**config.mk**
```make
export PLATFORM = sky130hd
export DESIGN_NAME = crcx_unit
export DESIGN_NICKNAME = d
export VERILOG_FILES = /design/src/rtl/crcx_pkg.sv /design/src/rtl/crcx_decode.sv /design/src/rtl/crcx_byte_step.sv /design/src/rtl/crcx_engine.sv /design/src/rtl/crcx_unit.sv
export SDC_FILE = /design/constraint.sdc
export NUM_CORES = 1
export LEC_CHECK = 0
export ABC_AREA = 1
export ABC_CLOCK_PERIOD_IN_PS = 6040
export BUFFER_PORTS_ARGS = -buffer_cell sky130_fd_sc_hd__buf_2
export CORE_ASPECT_RATIO = 0.9
export CORE_MARGIN = 10
export CORE_UTILIZATION = 44
export CTS_CLUSTER_SIZE = 14
export DETAILED_ROUTE_END_ITERATION = 6
export MAX_ROUTING_LAYER = met4
export PLACE_DENSITY = 0.79
export SLEW_MARGIN = 20
export SYNTH_ARGS = -nofsm -noshare
export SYNTH_HDL_FRONTEND = slang
export SYNTH_SLANG_ARGS = --single-unit
```
**constraint.sdc**
```tcl
create_clock -name clk -period 6.04 [get_ports clk]
set_input_delay 1.208 -clock clk [delete_from_list [all_inputs] [get_ports clk]]
set_output_delay 1.208 -clock clk [all_outputs]
set_load 0.005 [all_outputs]
```
**src/rtl/crcx_pkg.sv**
```systemverilog
package crcx_pkg;

    localparam logic [5:0]  OPC_MAJOR  = 6'b011111;
    localparam logic [5:0]  OPC_FUNC   = 6'b001111;
    localparam logic [4:0]  OPC_ZERO   = 5'b00000;
    localparam logic [31:0] POLY_IEEE  = 32'hEDB88320;
    localparam logic [31:0] POLY_CAST  = 32'h82F63B78;

    typedef enum logic [1:0] {
        ST_IDLE = 2'd0,
        ST_RUN  = 2'd1,
        ST_DONE = 2'd2
    } crcx_state_e;

    typedef struct packed {
        logic       hit;
        logic       reserved;
        logic       castagnoli;
        logic [1:0] size_log2;
        logic [4:0] src_msg;
        logic [4:0] src_dst;
    } crcx_dec_t;

endpackage

```
**src/rtl/crcx_decode.sv**
```systemverilog
module crcx_decode
    import crcx_pkg::*;
#(
    parameter int XLEN = 64
) (
    input  logic [31:0] instr,
    input  logic        cfg_crc_en,
    input  logic        mode64,
    output crcx_dec_t   dec
);

    logic [2:0] type_fld;
    logic [1:0] size_fld;
    logic       wide_ok;

    assign type_fld = instr[10:8];
    assign size_fld = instr[7:6];

    // Eight-byte operands need both a wide datapath and 64-bit mode.
    generate
        if (XLEN >= 64) begin : g_wide
            assign wide_ok = mode64;
        end else begin : g_narrow
            assign wide_ok = 1'b0 & mode64;
        end
    endgenerate

    always_comb begin
        dec            = '0;
        dec.hit        = (instr[31:26] == OPC_MAJOR) &&
                         (instr[15:11] == OPC_ZERO)  &&
                         (instr[5:0]   == OPC_FUNC);
        dec.reserved   = !cfg_crc_en
                       || (type_fld >= 3'd2)
                       || ((size_fld == 2'd3) && !wide_ok);
        dec.castagnoli = type_fld[0];
        dec.size_log2  = size_fld;
        dec.src_msg    = instr[25:21];
        dec.src_dst    = instr[20:16];
    end

endmodule

```
**src/rtl/crcx_byte_step.sv**
```systemverilog
module crcx_byte_step #(
    parameter int CRC_W     = 32,
    parameter int STEP_BITS = 8
) (
    input  logic [CRC_W-1:0]     crc_in,
    input  logic [STEP_BITS-1:0] data_in,
    input  logic [CRC_W-1:0]     poly,
    output logic [CRC_W-1:0]     crc_out
);

    localparam int PAD_W = CRC_W - STEP_BITS;

    logic [CRC_W-1:0] stage [0:STEP_BITS];

    assign stage[0] = crc_in ^ {{PAD_W{1'b0}}, data_in};

    // One reflected shift per message bit, unrolled.
    generate
        for (genvar g = 0; g < STEP_BITS; g++) begin : g_bit
            assign stage[g+1] = stage[g][0] ? ((stage[g] >> 1) ^ poly)
                                            :  (stage[g] >> 1);
        end
    endgenerate

    assign crc_out = stage[STEP_BITS];

endmodule

```
**src/rtl/crcx_engine.sv**
```systemverilog
module crcx_engine
    import crcx_pkg::*;
#(
    parameter int MAX_BYTES = 8,
    parameter int CRC_W     = 32,
    parameter int IDX_W     = 5
) (
    input  logic                   clk,
    input  logic                   rst_n,
    input  logic                   start,
    input  logic                   castagnoli,
    input  logic [1:0]             size_log2,
    input  logic [CRC_W-1:0]       crc_init,
    input  logic [8*MAX_BYTES-1:0] msg,
    input  logic [IDX_W-1:0]       dst_in,
    output logic                   busy,
    output logic                   done,
    output logic [CRC_W-1:0]       crc_out,
    output logic [IDX_W-1:0]       dst_out
);

    localparam int MSG_W = 8 * MAX_BYTES;
    localparam int CNT_W = $clog2(MAX_BYTES + 1);

    crcx_state_e        state, state_nx;
    logic [CRC_W-1:0]   crc_q;
    logic [CRC_W-1:0]   poly_q;
    logic [MSG_W-1:0]   msg_q;
    logic [CNT_W-1:0]   left_q;
    logic [IDX_W-1:0]   dst_q;
    logic [CNT_W-1:0]   nbytes;
    logic [CRC_W-1:0]   step_crc;

    assign nbytes = CNT_W'(1) << size_log2;

    function automatic logic [MSG_W-1:0] keep_bytes(input logic [CNT_W-1:0] n);
        logic [MSG_W-1:0] m;
        m = '0;
        for (int b = 0; b < MAX_BYTES; b++) begin
            if (b < int'(n)) m[8*b +: 8] = 8'hFF;
        end
        return m;
    endfunction

    // Next-state logic
    always_comb begin
        state_nx = state;
        unique case (state)
            ST_IDLE: if (start)          state_nx = ST_RUN;
            ST_RUN:  if (left_q == CNT_W'(1)) state_nx = ST_DONE;
            ST_DONE:                     state_nx = ST_IDLE;
            default:                     state_nx = ST_IDLE;
        endcase
    end

    // State register
    always_ff @(posedge clk) begin
        if (!rst_n) state <= ST_IDLE;
        else        state <= state_nx;
    end

    // Datapath registers
    always_ff @(posedge clk) begin
        if (!rst_n) begin
            crc_q  <= '0;
            poly_q <= '0;
            msg_q  <= '0;
            left_q <= '0;
            dst_q  <= '0;
        end else if (state == ST_IDLE && start) begin
            crc_q  <= crc_init;
            poly_q <= castagnoli ? POLY_CAST : POLY_IEEE;
            msg_q  <= msg & keep_bytes(nbytes);
            left_q <= nbytes;
            dst_q  <= dst_in;
        end else if (state == ST_RUN) begin
            crc_q  <= step_crc;
            msg_q  <= msg_q >> 8;
            left_q <= left_q - CNT_W'(1);
        end
    end

    crcx_byte_step #(
        .CRC_W     (CRC_W),
        .STEP_BITS (8)
    ) u_step (
        .crc_in  (crc_q),
        .data_in (msg_q[7:0]),
        .poly    (poly_q),
        .crc_out (step_crc)
    );

    // Outputs
    always_comb begin
        busy = 1'b0;
        done = 1'b0;
        unique case (state)
            ST_IDLE: begin busy = 1'b0; done = 1'b0; end
            ST_RUN:  begin busy = 1'b1; done = 1'b0; end
            ST_DONE: begin busy = 1'b1; done = 1'b1; end
            default: begin busy = 1'b0; done = 1'b0; end
        endcase
    end

    assign crc_out = crc_q;
    assign dst_out = dst_q;

    assert_done_single_R10: assert property (@(posedge clk) disable iff (!rst_n)
        done |=> !done);

    assert_count_range_R6: assert property (@(posedge clk) disable iff (!rst_n)
        (state == ST_RUN) |-> (left_q != '0 && int'(left_q) <= MAX_BYTES));

    assert_last_byte_done_R10: assert property (@(posedge clk) disable iff (!rst_n)
        (state == ST_RUN && left_q == CNT_W'(1)) |=> done);

    assert_start_busy_R10: assert property (@(posedge clk) disable iff (!rst_n)
        (!busy && start) |=> (busy && !done));

endmodule

```
**src/rtl/crcx_unit.sv**
```systemverilog
module crcx_unit
    import crcx_pkg::*;
#(
    parameter int XLEN = 64
) (
    input  logic            clk,
    input  logic            rst_n,
    input  logic            issue_valid,
    input  logic [31:0]     issue_instr,
    input  logic            cfg_crc_en,
    input  logic            mode64,
    input  logic [XLEN-1:0] msg_val,
    input  logic [31:0]     crc_src,
    output logic [4:0]      rs_idx,
    output logic [4:0]      rt_idx,
    output logic            busy,
    output logic            ri_flag,
    output logic            wb_valid,
    output logic            wb_we,
    output logic [4:0]      wb_idx,
    output logic [XLEN-1:0] wb_data
);

    localparam int CRC_W     = 32;
    localparam int MAX_BYTES = XLEN / 8;
    localparam int EXT_W     = XLEN - CRC_W;

    crcx_dec_t        dec;
    logic             accept;
    logic             start;
    logic             ri_q;
    logic             eng_done;
    logic [CRC_W-1:0] eng_crc;
    logic [4:0]       eng_dst;

    crcx_decode #(.XLEN(XLEN)) u_dec (
        .instr      (issue_instr),
        .cfg_crc_en (cfg_crc_en),
        .mode64     (mode64),
        .dec        (dec)
    );

    assign rs_idx = dec.src_msg;
    assign rt_idx = dec.src_dst;
    assign accept = issue_valid && !busy && dec.hit;
    assign start  = accept && !dec.reserved;

    always_ff @(posedge clk) begin
        if (!rst_n) ri_q <= 1'b0;
        else        ri_q <= accept && dec.reserved;
    end

    crcx_engine #(
        .MAX_BYTES (MAX_BYTES),
        .CRC_W     (CRC_W),
        .IDX_W     (5)
    ) u_eng (
        .clk        (clk),
        .rst_n      (rst_n),
        .start      (start),
        .castagnoli (dec.castagnoli),
        .size_log2  (dec.size_log2),
        .crc_init   (crc_src),
        .msg        (msg_val),
        .dst_in     (dec.src_dst),
        .busy       (busy),
        .done       (eng_done),
        .crc_out    (eng_crc),
        .dst_out    (eng_dst)
    );

    assign ri_flag  = ri_q;
    assign wb_valid = eng_done;
    assign wb_idx   = eng_dst;
    assign wb_we    = eng_done && (eng_dst != 5'd0);

    generate
        if (EXT_W > 0) begin : g_sext
            assign wb_data = {{EXT_W{eng_crc[CRC_W-1]}}, eng_crc};

            assert_sign_ext_R8: assert property (@(posedge clk) disable iff (!rst_n)
                wb_valid |-> (wb_data[XLEN-1:CRC_W] == {EXT_W{wb_data[CRC_W-1]}}));
        end else begin : g_flat
            assign wb_data = eng_crc;
        end
    endgenerate

    assert_ri_quiet_R11: assert property (@(posedge clk) disable iff (!rst_n)
        ri_flag |-> (!wb_valid && !busy));

    assert_ri_after_issue_R11: assert property (@(posedge clk) disable iff (!rst_n)
        ri_flag |-> $past(issue_valid));

    assert_ri_pulse_R11: assert property (@(posedge clk) disable iff (!rst_n)
        ri_flag |=> !ri_flag);

    assert_we_dest_R9: assert property (@(posedge clk) disable iff (!rst_n)
        wb_we |-> (wb_valid && wb_idx != 5'd0));

endmodule

```
== After elaboration in Yosys (flattened, before gate mapping) ==
Cells that the tools add are included.
Operators by class
  shift operators: 1
  add/sub/neg operators: 1
  bitwise gates (word level): 10
  muxes and demuxes: 44
  $lt $le $gt $ge: 9
  eq/ne operators: 8
  reduce and logical (&&, ||, !) cells: 21
Operator list (number)
  2-to-1 mux 32 bit: 10
  XOR 31 x 32 -> 32 bit: 8
  2-to-1 mux 8 bit: 24
  2-to-1 mux 64 bit: 2
  bitwise AND 64 bit: 1
  XOR 32 x 8 -> 32 bit: 1
  2-to-1 mux 31 bit: 1
  less-than comparator 3 x 4 -> 1 bit (first input constant): 4
  logical AND 1 bit: 9
  less-than comparator 1 x 4 -> 1 bit (first input constant): 2
  less-than comparator 2 x 4 -> 1 bit (first input constant): 2
  2-to-1 mux 4 bit: 2
  == test 6 x 4 -> 1 bit (second input constant): 1
  == test 6 x 5 -> 1 bit (second input constant): 1
  zero test 5 bit: 1
  nonzero test 5 bit: 1
  == test 2 bit (second input constant): 2
  == test 4 x 1 -> 1 bit (second input constant): 1
  zero test 1 bit: 4
  2-to-1 mux 2 bit: 2
  inequality test 2 x 1 -> 1 bit (second input constant): 2
  case mux 2 bit (2 select lines): 1
  << shifter 1 x 2 -> 4 bit (first input constant): 1
  subtractor 4 x 1 -> 4 bit (second input constant): 1
  other kinds (8): 10
Storage, ports and cells
  output and inout bits: 83
  input port bits: 133
  bits in registers: 140
  logic and storage cells: 101

== Logic depth before layout (Yosys ltp) ==
Gate-level depths: netlist of run 1.
  word-level depth: 19
  mapped depth: 19
  gate-level depth less buffers: 18

== Hierarchy ==
From an unflattened synthesis of run 1, not the netlist that was laid out.
Unflattened totals
  cell total of the unflattened synthesis: 1890
  area total of the unflattened synthesis: 10737.8 um2
Modules (own cells, without submodules)
  crcx_byte_step: area each 5367.6 um2, seq. area each 0.0 um2, cells an instance 1125, times used 1
  crcx_engine: area each 4859.7 um2, seq. area each 2202.1 um2, cells an instance 685, times used 1
  crcx_unit: area each 315.3 um2, seq. area each 20.0 um2, cells an instance 43, times used 1
  crcx_decode: area each 195.2 um2, seq. area each 0.0 um2, cells an instance 37, times used 1

== Least setup slack after synthesis of run 1 ==
No wires, ideal clock.
  path kind: in2reg
  start: in issue_instr[12]
  end: reg u_eng.left_q[2]
  cell stages on the path: 11
  arrival time: 2.536 ns
  setup slack: 3.424 ns
  data required time: 5.961 ns
  library setup time: 0.079 ns
  path buffers: 2
  path through: nor4_1 > nand4_1 > nor2_1 > nand2_1 > inv_2 > nand2_4 > nand2_2 > inv_2 > buf_2 > buf_2 > a211oi_2
Between the ends
  cells in the longest elaborated chain, start to end: 7
  elaborated cells on any way between the ends: 8
  those cells by class: mux: 1; reduce/logical: 7
Ends and longest elaborated chain
  start: declaration: line crcx_unit.sv:9  | input logic [31:0] issue_instr,
  zero test 5 bit (*): line crcx_decode.sv:31  | (instr[15:11] == OPC_ZERO) &&
  logical AND 1 bit (*): line crcx_decode.sv:30  | dec.hit = (instr[31:26] == OPC_MAJOR) &&
  logical AND 1 bit (*): line crcx_decode.sv:31
  logical AND 1 bit (*): line crcx_unit.sv:45  | assign accept = issue_valid && !busy && dec.hit;
  logical AND 1 bit (*): line crcx_unit.sv:46  | assign start = accept && !dec.reserved;
  logical AND 1 bit (*): line crcx_engine.sv:70  | end else if (state == ST_IDLE && start) begin
  2-to-1 mux 4 bit or nonzero test 2 bit (tied branches)
  end signal: assignment: line crcx_engine.sv:74  | left_q <= nbytes;
  end signal: assignment: line crcx_engine.sv:79  | left_q <= left_q - CNT_W'(1);
  end: declaration: line crcx_engine.sv:29  | logic [CNT_W-1:0] left_q;
Mark *: on every way between the ends. The rest lies on a longest branch, timed or not.
A chain may end at the register's enable or synchronous reset.

== Worst setup path after layout of run 1 ==
  start: in issue_instr[7]
  end: reg u_eng.msg_q[13]
Between the ends
  cells in the longest elaborated chain, start to end: 7
  elaborated cells on any way between the ends: 14
  those cells by class: order compare: 1; eq/ne: 1; shift: 1; mux: 4; bitwise: 1; reduce/logical: 6
Ends and longest elaborated chain
  << shifter 1 x 2 -> 4 bit or == test 2 bit (tied branches): line crcx_engine.sv:34, crcx_decode.sv:35
  less-than comparator 1 x 4 -> 1 bit or logical AND 1 bit (tied branches): line crcx_engine.sv:40, crcx_decode.sv:35
  2-to-1 mux 8 bit or logical OR 1 bit (tied branches): line crcx_engine.sv:40, crcx_decode.sv:35
  2-to-1 mux 8 bit or zero test 1 bit (tied branches): line crcx_engine.sv:70, crcx_unit.sv:46
  2-to-1 mux 8 bit or logical AND 1 bit (tied branches): line crcx_engine.sv:64, crcx_unit.sv:46
  bitwise AND 64 bit or logical AND 1 bit (tied branches): line crcx_engine.sv:73, crcx_engine.sv:70
  2-to-1 mux 64 bit or nonzero test 2 bit (tied branches)
  end signal: assignment: line crcx_engine.sv:73  | msg_q <= msg & keep_bytes(nbytes);
  end signal: assignment: line crcx_engine.sv:78  | msg_q <= msg_q >> 8;
  end: declaration: line crcx_engine.sv:28  | logic [MSG_W-1:0] msg_q;
Several ways; a longest one is shown, not always the timed one. The select of a mux whose other input is x is not followed.

==> flow_metrics.tcl, run 1 <==
set metrics [dict create \
    end_kind "register" \
    vias 8791 \
    grt_pass1_wl_mm 43.39 \
    setup_viol_count_final 0 \
    p_switching_mw 0.7093 \
    hold_viol 0 \
    maxCapViolCount 0 \
    p_int_mw 1.246 \
    worstSetupPathType "in2reg" \
    clkSinkCount 111 \
    io_buffers 205 \
    status "completed" \
    cp_slowest_cell "inv_2" \
    final_cells 1696 \
    place_congestion 1.012 \
    crit_required_ns 6.36 \
    drt_iter0_markers 759 \
    fmax_mhz 264.0 \
    crit_path_cell_trace "buf_2 -> nand2_1 -> o211a_1 -> nand2_1 -> inv_2 -> nand2_4 -> nand2_2 -> inv_2 -> nand2_1 -> o211ai_1 -> nand2_1 -> inv_1" \
    cts_hold_buf 0 \
    cts_resized 0 \
    min_path_type "reg2reg" \
    antenna_found_initial 3 \
    nets 1585 \
    layout_commonest_cell "nand2_1" \
    synth_top_flop_cell "dfxtp_1" \
    start_util 0.4539 \
    crit_path_max_fanout 71 \
    yosysSeqAreaShare 0.2744 \
    dpl.hpwl_mm 20.73 \
    rows 46 \
    path_buf_inv 4 \
    synth_nets 1462 \
    grt_start_max_net_pins 72 \
    worstPathArrival_ns 4.11 \
    async_flop_share 0 \
    seqPwrFrac 0.425 \
    mostFrequentLayoutCells "nand2_1 (493), buf_2 (205), inv_1 (139), nand3_1 (126), dfxtp_1 (111)" \
    cts_buffers 9 \
    die-area_um2 24240 \
    grt-busiest-layer "met2" \
    dr.pass1.iters 6 \
    die_w_um 163 \
    cts_setup_buffers 0 \
    utilization 0.5149 \
    yosysWarnings 0 \
    swShare 0.3627 \
    die_h_um 148.7 \
    worst_slack_ns 2.251 \
    core_um2 17840 \
    fin_worst_skew_ns 0.01585 \
    power.total_mw 1.956 \
    grt_use_met2 0.3563 \
    worstMarginPinSlew_ns 1.050 \
    postSynthAreaPerCell_um2 6.116 \
    grt_util_met3 0.04663 \
    vias_per_cell 5.183 \
    relSlewSlack 0.2992 \
    power_leakage_nw 4.874 \
    placedInstanceArea_um2 8882 \
    fin_crit_ns 3.789 \
    fillers 1817 \
    multi_input_area_um2 4690 \
    wirelength_mm 27.29 \
    dp_cells 1676 \
    grt_pass1_vias 8266 \
    htreeDepth 3 \
    crit_top_cell "nand2_1" \
    drc 0 \
    worstSkewPairLatency_ns 0.38 \
    crit_family "simple AND/OR/NAND/NOR gates" \
    fin_hold_ws_ns 0.4658 \
    tritoncts "built" \
    finalCritPeriodShare 0.6272 \
    ant_nets 0 \
    rsz0062_at_grt "no" \
    synth_cell_types 36 \
    cts_buffer_depth 2 \
    ios 216 \
    combPwrFrac 0.263 \
    synth_edf_count 0 \
    slew_violations 0 \
    areaGrowthSynthToFinish_pct 13.44 \
    cts_root_buf "clkbuf_16" \
    stdcell_area_um2 9186 \
    power_density_nw_per_um2 212.9 \
    pre_cts_ws_ns 1.900 \
    seq_area_um2 2222 \
    syn_area_um2 8098 \
    ys_seq_elements 111 \
    vdd_drop_max_uv 188.2 \
    use_met1 0.2876 \
    grt.total_usage 0.2275 \
    p_clk_frac 0.312 \
    max_stage_delay_ns 0.59 \
    tns_ns 0 \
    worstSetupStartpointType "primary input" \
    grt-ovfl-total 0 \
    wl_per_cell_um 16.09 \
    layout-drive-gt1-share 0.2156 \
    path_clk_slew_ns 0.08 \
    synthCells 1324 \
]
## worst register-to-register path, cell delays in order (launching register included)
cell and delay, ns:
dfxtp_1 0.36, inv_1 0.07, ha_1 0.30, inv_1 0.07, nand4_1 0.07, nor2_1 0.11
nand2_1 0.07, nor2_1 0.11, nand2_1 0.08, inv_2 0.08, nand2_4 0.40, inv_2 0.85
o21ai_2 0.34, o211ai_1 0.25, nand2_1 0.08, inv_1 0.07
## routing by layer
| metal | part of all wire | up-vias | wire, um |
|---|---|---|---|
| li1 | - | 4405 | - |
| met5 | 0 | - | 0 |
| met1 | 0.43 | 3955 | 11790 |
| met4 | 0.021 | 0 | 586 |
| met3 | 0.083 | 46 | 2273 |
| met2 | 0.46 | 385 | 12640 |
## synth_stat cells (13+ instances only)
library cell	n	area share
buf_2	21	0.013
xor2_1	22	0.024
inv_1	139	0.064
xnor2_1	16	0.017
clkbuf_1	22	0.010
dfxtp_1	111	0.27
o21ai_0	76	0.047
a21oi_1	79	0.049
nand3_1	126	0.078
nand2_1	493	0.23
buf_4	48	0.044
inv_2	17	0.0079
o211ai_1	17	0.016
nand2_2	28	0.022
nand3_2	13	0.016
nor2_1	21	0.0097
## power by group through the flow
stage          Combinational (mW)  Sequential [mW]  Clock (mW)
2_1_floorplan               0.379            0.836           0
6_report                    0.514            0.832       0.610
3_3_place_gp                0.499            0.847           0
3_5_place_dp                0.508            0.846           0
4_1_cts                     0.512            0.830       0.619
5_1_grt                     0.586            0.839       0.643
## registers in the layout, indices dropped and copies added (netlist names)
name	count
ri_flag	1
u_eng.crc_out	32
u_eng.dst_out	5
u_eng.left_q	4
u_eng.msg_q	64
u_eng.poly_q	3
u_eng.state	2
## final cells by class
cell class	count	share of cell area
inverters	157	0.06442
clock inverters	7	0.007491
well taps	240	0.03269
repair buffers	212	0.1174
flip-flops and latches	111	0.2419
multi-input cells	956	0.5105
diodes	4	0.001090
clock buffers	9	0.02452
## final timing paths
kind,startpoint,to,slack (ns),cells after the start
setup / recovery,issue_instr[7],u_eng.msg_q[13],2.25,12
hold / removal,u_eng.msg_q[60],u_eng.msg_q[60],0.47,2
setup reg to reg,u_eng.state[0],u_eng.msg_q[11],2.69,15
hold reg to reg,u_eng.msg_q[60],u_eng.msg_q[60],0.47,2
## logic make-up (layout without fill, tap and decap cells)
group / after synthesis / count (layout) / share of synthesized area
simple gates: 724 / 724 / 0.4040
buf+inv: 257 / 385 / 0.1468
compound gates: 189 / 189 / 0.1259
flops: 111 / 111 / 0.2744
xor+xnor: 38 / 38 / 0.04110
fa+ha+maj: 5 / 5 / 0.007726
other cells: 0 / 4 / 0
Note: power is estimated with default switching activity, not from simulation.
==> inputs of run 2 (changes only) <==
ABC_CLOCK_PERIOD_IN_PS = 3050   (was 6040)
PLACE_DENSITY = 0.81   (was 0.79)
clock period = 3.05 ns   (was 6.04 ns; I/O delays follow)
==> run 2 against run 1 <==
Power rose by 110%. Flip-flop and latch count unchanged. Combinational power rose by 110%. Count of clock-buffer cells in the layout stayed put. Non-clock buffer count rose by 20. Cell count grew 1.0%. Utilization rose by 1.1 points. Largest power group unchanged. Highest routed layer unchanged. First-iteration DRC count fell by 18%.
==> flow_metrics.tcl, run 2 (synthesis results as in run 1) <==
set metrics [dict create \
    power_leakage_nw 4.988 \
    areaGrowthSynthToFinish_pct 15.84 \
    cts_buffers 9 \
    layout_commonest_cell "nand2_1" \
    layout-drive-gt1-share 0.2262 \
    nets 1605 \
    grt_pass1_vias 8394 \
    worstSetupStartpointType "register" \
    slew_violations 0 \
    setup_viol_count_final 0 \
    power_density_nw_per_um2 431.9 \
    min_path_type "reg2reg" \
    dpl.hpwl_mm 22.12 \
    grt-ovfl-total 0 \
    grt_start_max_net_pins 64 \
    hold_viol 0 \
    cts_resized 0 \
    core_um2 17840 \
    die_w_um 163 \
    fillers 1841 \
    mostFrequentLayoutCells "nand2_1 (493), buf_2 (205), inv_1 (139), nand3_1 (126), dfxtp_1 (111)" \
    cts_hold_buf 0 \
    top_register "u_eng.msg_q" \
    wl_per_cell_um 16.69 \
    fmax_mhz 382.2 \
    end_kind "register" \
    place_congestion 1.002 \
    tns_ns 0 \
    die_h_um 148.7 \
    worstPathArrival_ns 2.93 \
    htreeDepth 3 \
    status "completed" \
    fin_worst_skew_ns 0.008289 \
    grt_pass1_wl_mm 44.87 \
    cts_root_buf "clkbuf_16" \
    drt_iter0_markers 626 \
    path_clk_slew_ns 0.09 \
    worstMarginPinSlew_ns 0.9448 \
    drc 0 \
    io_buffers 205 \
    start_util 0.4539 \
    cts_setup_buffers 0 \
    antenna_found_initial 1 \
    ios 216 \
    worstSkewPairLatency_ns 0.37 \
    wirelength_mm 28.60 \
    dr.pass1.iters 7 \
    clkSinkCount 111 \
    fin_crit_ns 2.616 \
    finalCritPeriodShare 0.8578 \
    grt.total_usage 0.2355 \
    vias 8937 \
    vias_per_cell 5.217 \
    ant_nets 0 \
    maxCapViolCount 0 \
    worstSetupPathType "reg2reg" \
    largest_register_ff_count 64 \
    cts_buffer_depth 2 \
    relSlewSlack 0.3693 \
    die-area_um2 24240 \
    tritoncts "built" \
    fin_hold_ws_ns 0.4647 \
    crit_path_max_fanout 37 \
    rsz0062_at_grt "no" \
    rows 46 \
    crit_required_ns 3.36 \
    vdd_drop_max_uv 330.2 \
]
## run 2: changes by cell type in the layout (fill, tap and decap cells not counted)
cell | before | now
buf_12 | 0 | 1
inv_8 | 0 | 1
bufinv_16 | 0 | 1
clkinv_2 | 2 | 0
inv_12 | 0 | 1
diode_2 | 4 | 1
buf_4 | 7 | 26
inv_6 | 3 | 2
## run 2: routing by layer
layer,wire length (um),vias to the layer above,track usage
li1,-,4433,-
met1,12170,4103,0.3007
met2,13340,377,0.3782
met3,2738,24,0.04581
met4,343,0,0.05135
met5,0,-,-
## run 2: metrics by stage
step	power (mW)	setup WS [ns]	cells	utilization	area, um2
floorplan	2.406	1.032	1324	-	8098
global placement	2.705	0.4490	1696	0.5069	9045
detailed placement	2.719	0.3923	1696	0.5069	9045
CTS	4.052	0.4193	1712	0.5256	9378
global route	4.254	0.1502	1713	0.5257	9380
finish	4.051	0.4337	1713	0.5257	9380
## run 2: worst paths after layout
check,start,endpoint,slack [ns],depth (start not counted)
worst max-delay path,u_eng.state[0],u_eng.msg_q[7],0.43,17
worst min-delay path,u_eng.msg_q[58],u_eng.msg_q[58],0.46,2
worst min register to register,u_eng.msg_q[58],u_eng.msg_q[58],0.46,2
worst max register to register,u_eng.state[0],u_eng.msg_q[7],0.43,17
## run 2: where the power goes
part,internal (mW),switching (mW),total (mW),leakage [nW]
Sequential,1.58,0.0658,1.65,0.897
Combinational,0.327,0.735,1.06,3.93
Clock,0.676,0.665,1.34,0.161
## run 2: critical path: stages, from the launching register on
cell	delay, ns
dfxtp_1	0.37
inv_1	0.07
ha_1	0.29
inv_1	0.05
nand4_1	0.06
nor2_1	0.05
nand2_1	0.07
nor2_1	0.05
nand2_1	0.06
inv_2	0.05
nand2_4	0.07
buf_4	0.36
nand2_2	0.10
inv_2	0.46
nand2_1	0.15
o211ai_1	0.13
nand2_1	0.08
inv_1	0.07
## run 2: area by class of cell
class	count	area (um2)	area share
well taps	240	300.3	0.03201
diodes	1	2.502	0.0002668
multi-input cells	956	4690	0.4999
clock buffers	9	225.2	0.02401
inverters	157	591.8	0.06309
clock inverters	7	107.6	0.01147
repair buffers	232	1241	0.1323
flip-flops and latches	111	2222	0.2369
